--- config.mk ---
export PLATFORM = sky130hd
export DESIGN_NAME = cfg_stream_loader
export DESIGN_NICKNAME = d
export VERILOG_FILES = /design/src/rtl/cfg_loader_pkg.sv /design/src/rtl/cfg_crc_acc.sv /design/src/rtl/cfg_frame_shift.sv /design/src/rtl/cfg_seq_fsm.sv /design/src/rtl/cfg_stream_loader.sv
export SDC_FILE = /design/constraint.sdc
export NUM_CORES = 1
export LEC_CHECK = 0
export CAP_MARGIN = 10
export CORE_ASPECT_RATIO = 1.5
export CORE_MARGIN = 2
export CORE_UTILIZATION = 60
export CTS_BUF_LIST = sky130_fd_sc_hd__clkbuf_4 sky130_fd_sc_hd__clkbuf_8
export DETAILED_ROUTE_END_ITERATION = 8
export DONT_BUFFER_PORTS = 1
export PLACE_DENSITY = 0.76
export SYNTH_ARGS = -nofsm -noshare
export SYNTH_HDL_FRONTEND = slang
export SYNTH_SLANG_ARGS = --single-unit
--- constraint.sdc ---
create_clock -name clk -period 3.1 [get_ports clk]
set_input_delay 0.31 -clock clk [delete_from_list [all_inputs] [get_ports clk]]
set_output_delay 0.31 -clock clk [all_outputs]
set_load 0.005 [all_outputs]
--- src/rtl/cfg_loader_pkg.sv ---
package cfg_loader_pkg;

  localparam int LEN_W     = 24;
  localparam int PRE_W     = 4;
  localparam int SEP_W     = 4;
  localparam int CHK_W     = 4;
  localparam int POST_W    = 8;
  localparam int STARTUP_N = 4;
  localparam int CRC_W     = 16;

  localparam logic [PRE_W-1:0]  START_CODE = 4'b0010;
  localparam logic [CHK_W-1:0]  FIXED_CHK  = 4'b0110;
  localparam logic [POST_W-1:0] CLOSE_CODE = 8'b0111_1111;
  localparam logic [CRC_W-1:0]  CRC_POLY   = 16'h8005;

  typedef enum logic [3:0] {
    LD_IDLE,
    LD_CODE,
    LD_LEN,
    LD_SEP,
    LD_FSTART,
    LD_FDATA,
    LD_FCHK,
    LD_CLOSE,
    LD_STARTUP,
    LD_DONE,
    LD_FAULT
  } ld_state_e;

endpackage

--- src/rtl/cfg_crc_acc.sv ---
module cfg_crc_acc #(
  parameter int              CRC_W = 16,
  parameter logic [CRC_W-1:0] POLY = 16'h8005,
  parameter int              OUT_W = 4
) (
  input  logic             clk,
  input  logic             rst_n,
  input  logic             clr,
  input  logic             en,
  input  logic             din,
  output logic [OUT_W-1:0] crc_low
);

  logic [CRC_W-1:0] crc_q, crc_d;
  logic             fb;

  always_comb begin
    crc_d = crc_q;
    fb    = crc_q[CRC_W-1] ^ din;
    if (clr) begin
      crc_d = '0;
    end else if (en) begin
      crc_d = {crc_q[CRC_W-2:0], 1'b0} ^ (fb ? POLY : '0);
    end
  end

  always_ff @(posedge clk or negedge rst_n) begin
    if (!rst_n) crc_q <= '0;
    else        crc_q <= crc_d;
  end

  assign crc_low = crc_q[OUT_W-1:0];

  AST_CRC_CLEARED: assert property (@(posedge clk) disable iff (!rst_n)
    clr |=> (crc_q == '0));

  AST_CRC_IDLE_HOLD: assert property (@(posedge clk) disable iff (!rst_n)
    (!clr && !en) |=> $stable(crc_q));

endmodule

--- src/rtl/cfg_frame_shift.sv ---
module cfg_frame_shift #(
  parameter int FRAME_BITS = 8
) (
  input  logic                  clk,
  input  logic                  rst_n,
  input  logic                  shift_en,
  input  logic                  din,
  input  logic                  emit,
  output logic [FRAME_BITS-1:0] frame_data,
  output logic                  frame_valid
);

  logic [FRAME_BITS-1:0] shr_q, shr_d;
  logic [FRAME_BITS-1:0] out_q, out_d;
  logic                  vld_q;

  // first bit in lands in bit 0 once the frame is complete
  always_comb begin
    shr_d = shr_q;
    if (shift_en) shr_d = {din, shr_q[FRAME_BITS-1:1]};
    out_d = emit ? shr_q : out_q;
  end

  always_ff @(posedge clk or negedge rst_n) begin
    if (!rst_n) begin
      shr_q <= '0;
      out_q <= '0;
      vld_q <= 1'b0;
    end else begin
      shr_q <= shr_d;
      out_q <= out_d;
      vld_q <= emit;
    end
  end

  assign frame_data  = out_q;
  assign frame_valid = vld_q;

  AST_VALID_ONE_CYCLE: assert property (@(posedge clk) disable iff (!rst_n)
    frame_valid |=> !frame_valid);

  AST_DATA_HELD: assert property (@(posedge clk) disable iff (!rst_n)
    !frame_valid |-> $stable(frame_data));

endmodule

--- src/rtl/cfg_seq_fsm.sv ---
module cfg_seq_fsm
  import cfg_loader_pkg::*;
#(
  parameter int FRAME_BITS  = 8,
  parameter int FRAME_COUNT = 3
) (
  input  logic             clk,
  input  logic             rst_n,
  input  logic             prog_n,
  input  logic             bit_en,
  input  logic             bit_in,
  input  logic             crc_mode,
  input  logic [CHK_W-1:0] crc_nib,
  output logic             crc_clr,
  output logic             crc_en,
  output logic             shift_en,
  output logic             emit,
  output logic             done,
  output logic             init_n
);

  localparam int FMAX  = (LEN_W > FRAME_BITS) ? ((LEN_W > POST_W) ? LEN_W : POST_W)
                                              : ((FRAME_BITS > POST_W) ? FRAME_BITS : POST_W);
  localparam int FCW   = $clog2(FMAX);
  localparam int FRW   = (FRAME_COUNT > 1) ? $clog2(FRAME_COUNT) : 1;

  ld_state_e        state_q, state_d;
  logic [FCW-1:0]   fcnt_q, fcnt_d;
  logic [FRW-1:0]   frm_q, frm_d;
  logic [LEN_W-1:0] bcnt_q, bcnt_d;
  logic [LEN_W-1:0] len_q, len_d;
  logic [CHK_W-1:0] chk_nib;
  logic             counting;

  assign chk_nib  = crc_mode ? crc_nib : FIXED_CHK;
  assign counting = state_q inside {LD_CODE, LD_LEN, LD_SEP, LD_FSTART,
                                    LD_FDATA, LD_FCHK, LD_CLOSE};

  always_comb begin
    state_d  = state_q;
    fcnt_d   = fcnt_q;
    frm_d    = frm_q;
    bcnt_d   = bcnt_q;
    len_d    = len_q;
    crc_clr  = 1'b0;
    crc_en   = 1'b0;
    shift_en = 1'b0;
    emit     = 1'b0;
    if (!prog_n) begin
      state_d = LD_IDLE;
      fcnt_d  = '0;
      frm_d   = '0;
      bcnt_d  = '0;
      len_d   = '0;
    end else if (bit_en) begin
      if (counting) bcnt_d = bcnt_q + LEN_W'(1);
      unique case (state_q)
        LD_IDLE: begin
          if (!bit_in) begin
            state_d = LD_CODE;
            fcnt_d  = FCW'(1);
            bcnt_d  = LEN_W'(1);
            crc_clr = 1'b1;
          end
        end
        LD_CODE: begin
          if (bit_in != START_CODE[~fcnt_q[1:0]]) begin
            state_d = LD_FAULT;
          end else if (fcnt_q == FCW'(PRE_W-1)) begin
            state_d = LD_LEN;
            fcnt_d  = '0;
          end else begin
            fcnt_d = fcnt_q + FCW'(1);
          end
        end
        LD_LEN: begin
          len_d = {len_q[LEN_W-2:0], bit_in};
          if (fcnt_q == FCW'(LEN_W-1)) begin
            state_d = LD_SEP;
            fcnt_d  = '0;
          end else begin
            fcnt_d = fcnt_q + FCW'(1);
          end
        end
        LD_SEP: begin
          if (!bit_in) begin
            state_d = LD_FAULT;
          end else if (fcnt_q == FCW'(SEP_W-1)) begin
            state_d = LD_FSTART;
            fcnt_d  = '0;
          end else begin
            fcnt_d = fcnt_q + FCW'(1);
          end
        end
        LD_FSTART: begin
          if (bit_in) begin
            state_d = LD_FAULT;
          end else begin
            state_d = LD_FDATA;
            fcnt_d  = '0;
          end
        end
        LD_FDATA: begin
          shift_en = 1'b1;
          crc_en   = 1'b1;
          if (fcnt_q == FCW'(FRAME_BITS-1)) begin
            state_d = LD_FCHK;
            fcnt_d  = '0;
          end else begin
            fcnt_d = fcnt_q + FCW'(1);
          end
        end
        LD_FCHK: begin
          if (bit_in != chk_nib[~fcnt_q[1:0]]) begin
            state_d = LD_FAULT;
          end else if (fcnt_q == FCW'(CHK_W-1)) begin
            emit   = 1'b1;
            fcnt_d = '0;
            if (frm_q == FRW'(FRAME_COUNT-1)) begin
              state_d = LD_CLOSE;
              frm_d   = '0;
            end else begin
              state_d = LD_FSTART;
              frm_d   = frm_q + FRW'(1);
            end
          end else begin
            fcnt_d = fcnt_q + FCW'(1);
          end
        end
        LD_CLOSE: begin
          if (bit_in != CLOSE_CODE[~fcnt_q[2:0]]) begin
            state_d = LD_FAULT;
          end else if (fcnt_q == FCW'(POST_W-1)) begin
            fcnt_d  = '0;
            state_d = ((bcnt_q + LEN_W'(1)) == len_q) ? LD_STARTUP : LD_FAULT;
          end else begin
            fcnt_d = fcnt_q + FCW'(1);
          end
        end
        LD_STARTUP: begin
          if (fcnt_q == FCW'(STARTUP_N-1)) begin
            state_d = LD_DONE;
            fcnt_d  = '0;
          end else begin
            fcnt_d = fcnt_q + FCW'(1);
          end
        end
        default: begin
        end
      endcase
    end
  end

  always_ff @(posedge clk or negedge rst_n) begin
    if (!rst_n) begin
      state_q <= LD_IDLE;
      fcnt_q  <= '0;
      frm_q   <= '0;
      bcnt_q  <= '0;
      len_q   <= '0;
    end else begin
      state_q <= state_d;
      fcnt_q  <= fcnt_d;
      frm_q   <= frm_d;
      bcnt_q  <= bcnt_d;
      len_q   <= len_d;
    end
  end

  assign done   = (state_q == LD_DONE);
  assign init_n = (state_q != LD_FAULT);

  AST_FAULT_STICKY: assert property (@(posedge clk) disable iff (!rst_n)
    (state_q == LD_FAULT && prog_n) |=> (state_q == LD_FAULT));

  AST_DONE_STICKY: assert property (@(posedge clk) disable iff (!rst_n)
    (state_q == LD_DONE && prog_n) |=> (state_q == LD_DONE));

  AST_NO_STROBE_NO_STEP: assert property (@(posedge clk) disable iff (!rst_n)
    (!bit_en && prog_n) |=> ($stable(state_q) && $stable(fcnt_q) && $stable(len_q)));

  AST_RESTART_TO_IDLE: assert property (@(posedge clk) disable iff (!rst_n)
    !prog_n |=> (init_n && !done));

endmodule

--- src/rtl/cfg_stream_loader.sv ---
module cfg_stream_loader
  import cfg_loader_pkg::*;
#(
  parameter int FRAME_BITS  = 8,
  parameter int FRAME_COUNT = 3
) (
  input  logic                  clk,
  input  logic                  rst_n,
  input  logic                  prog_n,
  input  logic                  bit_en,
  input  logic                  bit_in,
  input  logic                  crc_mode,
  output logic [FRAME_BITS-1:0] frame_data,
  output logic                  frame_valid,
  output logic                  init_n,
  output logic                  done
);

  logic rst_meta_q, rst_sync_q;
  logic crc_clr, crc_en, shift_en, emit;
  logic [CHK_W-1:0] crc_nib;

  // asynchronous assertion, synchronous release
  always_ff @(posedge clk or negedge rst_n) begin
    if (!rst_n) begin
      rst_meta_q <= 1'b0;
      rst_sync_q <= 1'b0;
    end else begin
      rst_meta_q <= 1'b1;
      rst_sync_q <= rst_meta_q;
    end
  end

  cfg_seq_fsm #(
    .FRAME_BITS (FRAME_BITS),
    .FRAME_COUNT(FRAME_COUNT)
  ) u_fsm (
    .clk     (clk),
    .rst_n   (rst_sync_q),
    .prog_n  (prog_n),
    .bit_en  (bit_en),
    .bit_in  (bit_in),
    .crc_mode(crc_mode),
    .crc_nib (crc_nib),
    .crc_clr (crc_clr),
    .crc_en  (crc_en),
    .shift_en(shift_en),
    .emit    (emit),
    .done    (done),
    .init_n  (init_n)
  );

  cfg_crc_acc #(
    .CRC_W(CRC_W),
    .POLY (CRC_POLY),
    .OUT_W(CHK_W)
  ) u_crc (
    .clk    (clk),
    .rst_n  (rst_sync_q),
    .clr    (crc_clr),
    .en     (crc_en),
    .din    (bit_in),
    .crc_low(crc_nib)
  );

  cfg_frame_shift #(
    .FRAME_BITS(FRAME_BITS)
  ) u_frame (
    .clk        (clk),
    .rst_n      (rst_sync_q),
    .shift_en   (shift_en),
    .din        (bit_in),
    .emit       (emit),
    .frame_data (frame_data),
    .frame_valid(frame_valid)
  );

  AST_DONE_EXCLUDES_FAULT: assert property (@(posedge clk) disable iff (!rst_sync_q)
    $rose(done) |-> (init_n && $past(init_n)));

endmodule

==> Yosys cells after proc, flatten, opt, wreduce, memory -nomap -nowiden <==
Memories as Yosys holds them, arrays and structs flattened.
Index checks and enable logic that the tools add are counted.
W data, S select, Z words.
{ "op_classes": {"n_mul": 0, "mux": 65, "reduce_logical": 7, "eq_ne": 37, "addsub": 3, "div": 0, "bitwise_logic": 4, "shift": 0, "n_lt_le_gt_ge": 2} }
{ "op_table": {"columns": ["operator", "count"], "rows": [
  ["$mux W24", 8],
  ["$mux W4", 16],
  ["$mux W5", 11],
  ["$mux W16", 3],
  ["$pmux W5 S9", 1],
  ["$pmux W4 S9", 1],
  ["$add A24 B1 Y24 const B", 1],
  ["$eq A24 B24 Y1", 1],
  ["$ne A3 B3 Y1 const B", 8],
  ["$ne A4 B4 Y1 const B", 5],
  ["$eq A4 B3 Y1 const B", 4],
  ["$mux W2", 8],
  ["$xor A16 B16 Y16", 1],
  ["$mux W1", 15],
  ["$ne A10 B1 Y1 const B", 1],
  ["$reduce_and A10 Y1", 1],
  ["$eq A4 B2 Y1 const B", 2],
  ["$eq A4 B4 Y1 const B", 2],
  ["$ne A2 B1 Y1 const B", 4],
  ["$reduce_and A8 Y1", 1],
  ["$reduce_bool A7 Y1", 1],
  ["$add A5 B1 Y5 const B", 1],
  ["$eq A5 B2 Y1 const B", 1],
  ["$eq A5 B3 Y1 const B", 1],
  ["other kinds (17)", 20]
]} }
{ "word_totals": {"reg_bits": 94, "ramBits": 0, "latch_bits": 0, "romBits": 8, "mem_count": 1, "in_bits": 6} }
{ "mem_list": {"columns": ["name", "words", "width", "read_ports", "rd_ports_with_merged_regs", "write_ports", "line", "rtl"], "rows": [
  ["(name not given)", 8, 1, 1, 0, 0, "cfg_seq_fsm.sv:131", "if (bit_in != CLOSE_CODE[~fcnt_q[2:0]]) begin"]
]} }

==> Longest topological paths before layout <==
{ "depth": {"word_depth": 8, "depth_mapped": 9} }

==> Hierarchy <==
Synthesis repeated with hierarchy kept, for this count alone.
{ "hier_totals": {"cells_unflattened": 606, "hier_area_um2": 5529.1} }
{ "modules_own_cells": {"columns": ["module", "cells_each", "area_each_um2", "instances"], "rows": [
  ["cfg_seq_fsm", 505, 4060.1, 1],
  ["cfg_crc_acc", 63, 726.9, 1],
  ["cfg_frame_shift", 35, 688.2, 1],
  ["cfg_stream_loader", 3, 53.8, 1]
]} }

==> Worst setup path after synthesis <==
No wires, ideal clock.
{ "synth_path": {"path_kind": "register to register", "startpoint": "reg u_fsm.fcnt_q[0]", "endpoint": "reg u_fsm.state_q[0]", "t_required_ns": 3.001, "path_buffers": 0, "arrival_time_ns": 2.086, "stages_incl_launch_ff": 8, "setup_slack_ns": 0.915, "period_less_slack_ns": 2.185, "cell_sequence": "dfrtp_1 > inv_2 > mux4_2 > mux2i_2 > a221o_1 > a211oi_2 > nor2_1 > a311oi_1"} }
{ "synth_via": {"elab_chain_cells": 8, "word_cells_on_any_way": 28, "cone_classes": "13 x eq/ne; 11 x mux; 2 x bitwise; 1 x reduce/logical; 1 x memory"} }
{ "synth_lines": {"columns": ["item", "line", "rtl"], "rows": [
  ["from (decl)", "cfg_seq_fsm.sv:28", "logic [FCW-1:0] fcnt_q, fcnt_d;"],
  ["from (signal assigned)", "cfg_seq_fsm.sv:163", "fcnt_q <= fcnt_d;"],
  ["$not A3 Y3 or $not A2 Y2 (tied branches)", "cfg_seq_fsm.sv:131, cfg_seq_fsm.sv:67, cfg_seq_fsm.sv:114", null],
  ["$mem_v2 Z8 W1, or another cell as far along", null, null],
  ["$mux W1, on equally long branches", "cfg_seq_fsm.sv:131, cfg_seq_fsm.sv:67, cfg_seq_fsm.sv:114", null],
  ["$ne A1 B1 Y1, on equally long branches", "cfg_seq_fsm.sv:131, cfg_seq_fsm.sv:67, cfg_seq_fsm.sv:114", null],
  ["$mux W4, on equally long branches", "cfg_seq_fsm.sv:131, cfg_seq_fsm.sv:67, cfg_seq_fsm.sv:114", null],
  ["$pmux W4 S9", "cfg_seq_fsm.sv:57", "unique case (state_q)"],
  ["$mux W4", "cfg_seq_fsm.sv:55", "end else if (bit_en) begin"],
  ["$mux W4", "cfg_seq_fsm.sv:49", "if (!prog_n) begin"],
  ["to (signal assigned)", "cfg_seq_fsm.sv:162", "state_q <= state_d;"],
  ["to (decl)", "cfg_seq_fsm.sv:27", "ld_state_e state_q, state_d;"]
]} }
Several ways; a longest one is shown, not always the timed one. The select of a mux whose other input is x is not followed.
A chain may end at the register's enable or synchronous reset.

==> Final worst setup path <==
{ "layout_path": {"startpoint": "reg u_fsm.bcnt_q[2]", "endpoint": "reg u_fsm.state_q[1]"} }
{ "layout_via": {"elab_chain_cells": 8} }
{ "layout_lines": {"columns": ["item", "line", "rtl"], "rows": [
  ["from (decl)", "cfg_seq_fsm.sv:30", "logic [LEN_W-1:0] bcnt_q, bcnt_d;"],
  ["from (signal assigned)", "cfg_seq_fsm.sv:165", "bcnt_q <= bcnt_d;"],
  ["$add A24 B1 Y24", "cfg_seq_fsm.sv:135", "state_d = ((bcnt_q + LEN_W'(1)) == len_q) ? LD_STARTUP : LD_FAULT;"],
  ["$eq A24 B24 Y1", "cfg_seq_fsm.sv:135", null],
  ["$mux W2", "cfg_seq_fsm.sv:135", null],
  ["$mux W4", "cfg_seq_fsm.sv:133", "end else if (fcnt_q == FCW'(POST_W-1)) begin"],
  ["$mux W4", "cfg_seq_fsm.sv:131", null],
  ["$pmux W4 S9", "cfg_seq_fsm.sv:57", null],
  ["$mux W4", "cfg_seq_fsm.sv:55", null],
  ["$mux W4", "cfg_seq_fsm.sv:49", null]
]} }
No other way between the ends. The select of a mux whose other input is x is not followed.

==> impl_summary.log <==
[metrics] endpoints failing hold: 0
[metrics] CTS Buf Count: 9
[metrics] Final Cycle Share: 83.13%
[metrics] synthesized area divided by synthesized cell count: 9.182 sq um
[metrics] Critical Path RT: between 3 and 4 ns
[metrics] cells resized by post-CTS repair: 0
[metrics] sequential cell area in the final layout: 2356 sq um
[metrics] number of nets in the synthesized netlist: 592
[metrics] Ys Warns: 0
[metrics] outcome: completed
[metrics] Max-Slew Margin vs Limit: 55.72%
[metrics] number of synthesized flops with an enable pin: 0
[metrics] max-slew violation total from the final report: 0
[metrics] register bit total from synthesis: 94
[metrics] worst vdd rail ir drop: between 0.0003 and 0.0004 V
[metrics] final weighted congestion of routability-driven global placement: ~0.94
[metrics] Cell Area, Synth: roughly 5300 sq um
[metrics] maximum count of clock buffers along a single path: 2
[metrics] remaining antenna violation count: 0
[metrics] via density per instance: 6.185
[metrics] peak fanout along the critical path: 9
[metrics] unrepaired setup endpoints after global routing: false
[metrics] final-report setup violation count: 0
[metrics] CTS sink cnt: 94
[metrics] count of mapped cells out of synthesis: 582
[metrics] total die area: 9693 sq um
[metrics] drt wl/cell: 17.38 microns
[metrics] core area: about 8700 sq um
[metrics] area of combinational cells with multiple inputs: 2811 sq um
[metrics] grt total ovfl: 0
[metrics] final wirelength: 11960 microns
[metrics] final clock skew: 0.01117 ns
[metrics] Site Rows: 42
[metrics] share of final-layout standard cells stronger than drive strength 1: 8.824%
[metrics] Nets: 583
[metrics] primary flip-flop cell chosen by synthesis mapping: sky130_fd_sc_hd__dfrtp_1
[metrics] utilization of the core after routing: around 65%
[metrics] CTS tree: built
[metrics] Iter 0 DRT Violations: 254
[metrics] overall track demand over capacity in global routing: 26.81%
[metrics] critical path startpoint category: register
[metrics] Setup Buffers After CTS: 0
[metrics] Worst-path clk slew: 0.10 ns
[metrics] # Max-Cap Violations: 0
[metrics] worst r2r dst: u_fsm.state_q[1]
[metrics] critical path arrival: 2.84 ns
[metrics] worst-case hold path end point: u_fsm.bcnt_q[0]
[metrics] clk root buf: sky130_fd_sc_hd__clkbuf_8
[metrics] Initial Utilization: 61.26%
[metrics] Critical Path End Type: register
[metrics] min cycle time layout: ~2.6 ns
[metrics] type of the tightest min-delay check: in -> reg
[metrics] final non-filler cell total: 688
[metrics] DR DRC count: 0
[metrics] start point of the worst hold path: bit_en
[metrics] hold-critical path depth: 1
[metrics] static leakage: 2.454 nW
[metrics] total of buffers placed on input and output ports: 0
[metrics] die width: 81.06 microns
[metrics] post-synth cell types: between 60 and 70
[metrics] total of fill cells in the finished design: 728
[metrics] FMAX: 388.0 MHz
[metrics] final sum of negative setup slack: 0 ns
[metrics] antenna violations before repair: 0
[metrics] H-Tree Depth: 3
[metrics] register area share after synthesis: 44.02%
[metrics] sum of net half-perimeters after detailed placement: 8499 microns
[metrics] Power Dens Cells: 429.4 nW/um^2
[metrics] FF-to-FF path depth: 7
[metrics] setup slack after layout: between 0.5 and 0.6 ns
[metrics] area grow syn2layout: 6.486%
[metrics] reg-to-reg startpoint: u_fsm.bcnt_q[2]
[metrics] share of async-settable or async-resettable flops after synthesis: 100.0%
[metrics] class of the most critical setup path: reg -> reg
[metrics] transition time at the pin with the least slew margin: 0.6642 ns
[metrics] number of global-route vias before repair: 4219
[metrics] Top-Level Pins: 17
[metrics] largest net degree at the start of global routing: 52
[metrics] first-pass GRT wire length: 20330 microns
[metrics] Reg2Reg Setup Slack: 0.52 ns
[metrics] chip height: 119.6 microns
[metrics] setup slack at placement: roughly 0.6 ns
[metrics] antenna diode instance count: 0
[metrics] number of cells after detailed placement: between 600 and 700
[metrics] clk_lat worst skew: 0.38 ns
[metrics] detailed-route via count: around 4300
[metrics] router iterations before antenna repair: 5
critical path: stages, from the launching register on:
cell and delay (ns):
sky130_fd_sc_hd__dfrtp_1 0.46, sky130_fd_sc_hd__nand3_1 0.41, sky130_fd_sc_hd__nor4_4 0.56, sky130_fd_sc_hd__nand3_1 0.21
sky130_fd_sc_hd__xnor2_1 0.16, sky130_fd_sc_hd__a2111oi_0 0.33, sky130_fd_sc_hd__and4b_1 0.24, sky130_fd_sc_hd__a31oi_1 0.08
where the power goes:
part           leakage [nW]  switching (mW)  internal [mW]
clock network         0.111           0.446          0.470
logic                  1.04           0.161         0.0897
registers              1.30          0.0401           1.24
total                  2.45           0.647           1.80
worst max-delay path by stage:
stage / start / end / slack (ns) / depth (start not counted)
6_report: u_fsm.bcnt_q[2] / u_fsm.state_q[1] / 0.52 / 7
4_1_cts: u_fsm.bcnt_q[2] / u_fsm.state_q[1] / 0.54 / 7
5_1_grt: u_fsm.bcnt_q[2] / u_fsm.state_q[1] / 0.15 / 7
2_1_floorplan: rst_sync_q / u_crc.crc_q[0] / 0.29 / 0
3_5_place_dp: u_fsm.bcnt_q[2] / u_fsm.state_q[1] / 0.60 / 7
3_3_place_gp: u_fsm.bcnt_q[3] / u_fsm.state_q[1] / 0.64 / 7
kinds of logic (layout without fill, tap and decap cells):
logic type | Yosys count | count (layout) | synth area share (%)
xor+xnor | 55 | 55 | 9.014
other cells | 1 | 1 | 0.07017
fa+ha+maj | 5 | 5 | 1.124
simple gates | 232 | 232 | 22.24
mux | 16 | 16 | 3.535
compound gates | 132 | 132 | 16.53
flops | 94 | 94 | 44.02
buf+inv | 47 | 43 | 3.465
cell type report:
cell class | instances | share of cell area, %
Tap cell | 110 | 2.419
Sequential cell | 94 | 41.40
Multi-Input combinational cell | 441 | 49.41
Clock inverter | 6 | 1.649
Timing Repair Buffer | 15 | 2.023
Clock buffer | 10 | 2.309
Inverter | 12 | 0.7916
flip-flops by register name (all words and copies together) (netlist names):
name and flops:
u_fsm.len_q 24, u_fsm.state_q 4, u_fsm.frm_q 2, u_frame.shr_q 8, u_frame.frame_data 8, u_fsm.fcnt_q 5
rst_sync_q 1, u_frame.frame_valid 1, u_fsm.bcnt_q 24, rst_meta_q 1, u_crc.crc_q 16
layer usage:
metal	global-route usage, %	part of all wire [%]
met3	2.932	3.1
met2	45.71	53
met5	0	0
met1	32.76	41
met4	13.98	3.4
metrics by stage:
step / power [mW] / hold WS, ns / instance area, sq um
floorplan: 1.484 / 0.01441 / 5344
CTS: 2.456 / 0.02965 / 5690
detailed placement: 1.547 / 0.01445 / 5455
finish: 2.443 / 0.04462 / 5690
global placement: 1.542 / 0.01445 / 5455
global route: 2.539 / 0.04313 / 5690
Yosys cell counts (3+ instances only):
library cell,count,area [sq um]
sky130_fd_sc_hd__a211oi_1,4,30.03
sky130_fd_sc_hd__a21oi_1,38,190.2
sky130_fd_sc_hd__a22o_1,24,210.2
sky130_fd_sc_hd__a311oi_1,4,35.03
sky130_fd_sc_hd__and2_1,3,18.77
sky130_fd_sc_hd__and4_1,4,35.03
sky130_fd_sc_hd__buf_1,3,11.26
sky130_fd_sc_hd__buf_2,7,35.03
sky130_fd_sc_hd__clkbuf_1,25,93.84
sky130_fd_sc_hd__dfrtp_1,94,2352
sky130_fd_sc_hd__ha_1,4,50.05
sky130_fd_sc_hd__inv_1,8,30.03
sky130_fd_sc_hd__inv_2,4,15.01
sky130_fd_sc_hd__mux2_1,9,101.4
sky130_fd_sc_hd__mux2i_1,4,40.04
sky130_fd_sc_hd__nand2_1,91,341.6
sky130_fd_sc_hd__nand2b_1,6,37.54
sky130_fd_sc_hd__nand3_1,23,115.1
sky130_fd_sc_hd__nand4_1,7,43.79
sky130_fd_sc_hd__nor2_1,45,168.9
sky130_fd_sc_hd__nor2b_1,13,81.33
sky130_fd_sc_hd__nor3_1,10,50.05
sky130_fd_sc_hd__nor3b_1,3,22.52
sky130_fd_sc_hd__nor4_1,3,18.77
sky130_fd_sc_hd__o211ai_1,4,30.03
sky130_fd_sc_hd__o21a_1,3,22.52
sky130_fd_sc_hd__o21ai_0,11,55.05
sky130_fd_sc_hd__o21ai_1,18,90.09
sky130_fd_sc_hd__o22ai_1,3,18.77
sky130_fd_sc_hd__o31ai_1,8,60.06
sky130_fd_sc_hd__or3_1,3,18.77
sky130_fd_sc_hd__xnor2_1,31,271.5
sky130_fd_sc_hd__xor2_1,24,210.2
placed cells by master, fill, tap and decap left out, types with 6 or more instances in the layout:
master and n:
sky130_fd_sc_hd__o31ai_1 8, sky130_fd_sc_hd__o21ai_1 18, sky130_fd_sc_hd__a22o_1 24, sky130_fd_sc_hd__xnor2_1 31, sky130_fd_sc_hd__o21ai_0 11, sky130_fd_sc_hd__dfrtp_1 93, sky130_fd_sc_hd__nor2b_1 13, sky130_fd_sc_hd__mux2_1 9
sky130_fd_sc_hd__a21oi_1 38, sky130_fd_sc_hd__nand3_1 23, sky130_fd_sc_hd__buf_4 14, sky130_fd_sc_hd__nand2_1 91, sky130_fd_sc_hd__inv_1 8, sky130_fd_sc_hd__nor3_1 9, sky130_fd_sc_hd__nand4_1 7, sky130_fd_sc_hd__nand2b_1 6
sky130_fd_sc_hd__clkbuf_8 9, sky130_fd_sc_hd__nor2_1 45, sky130_fd_sc_hd__xor2_1 24
what timing repair did:
| item | in CTS | in global routing |
|---|---|---|
| endpoints found under the hold margin | 2 | 0 |
| setup endpoints to repair | 0 | 0 |
| hold buffers | 1 | 0 |
(Power assumes the default switching activity.)
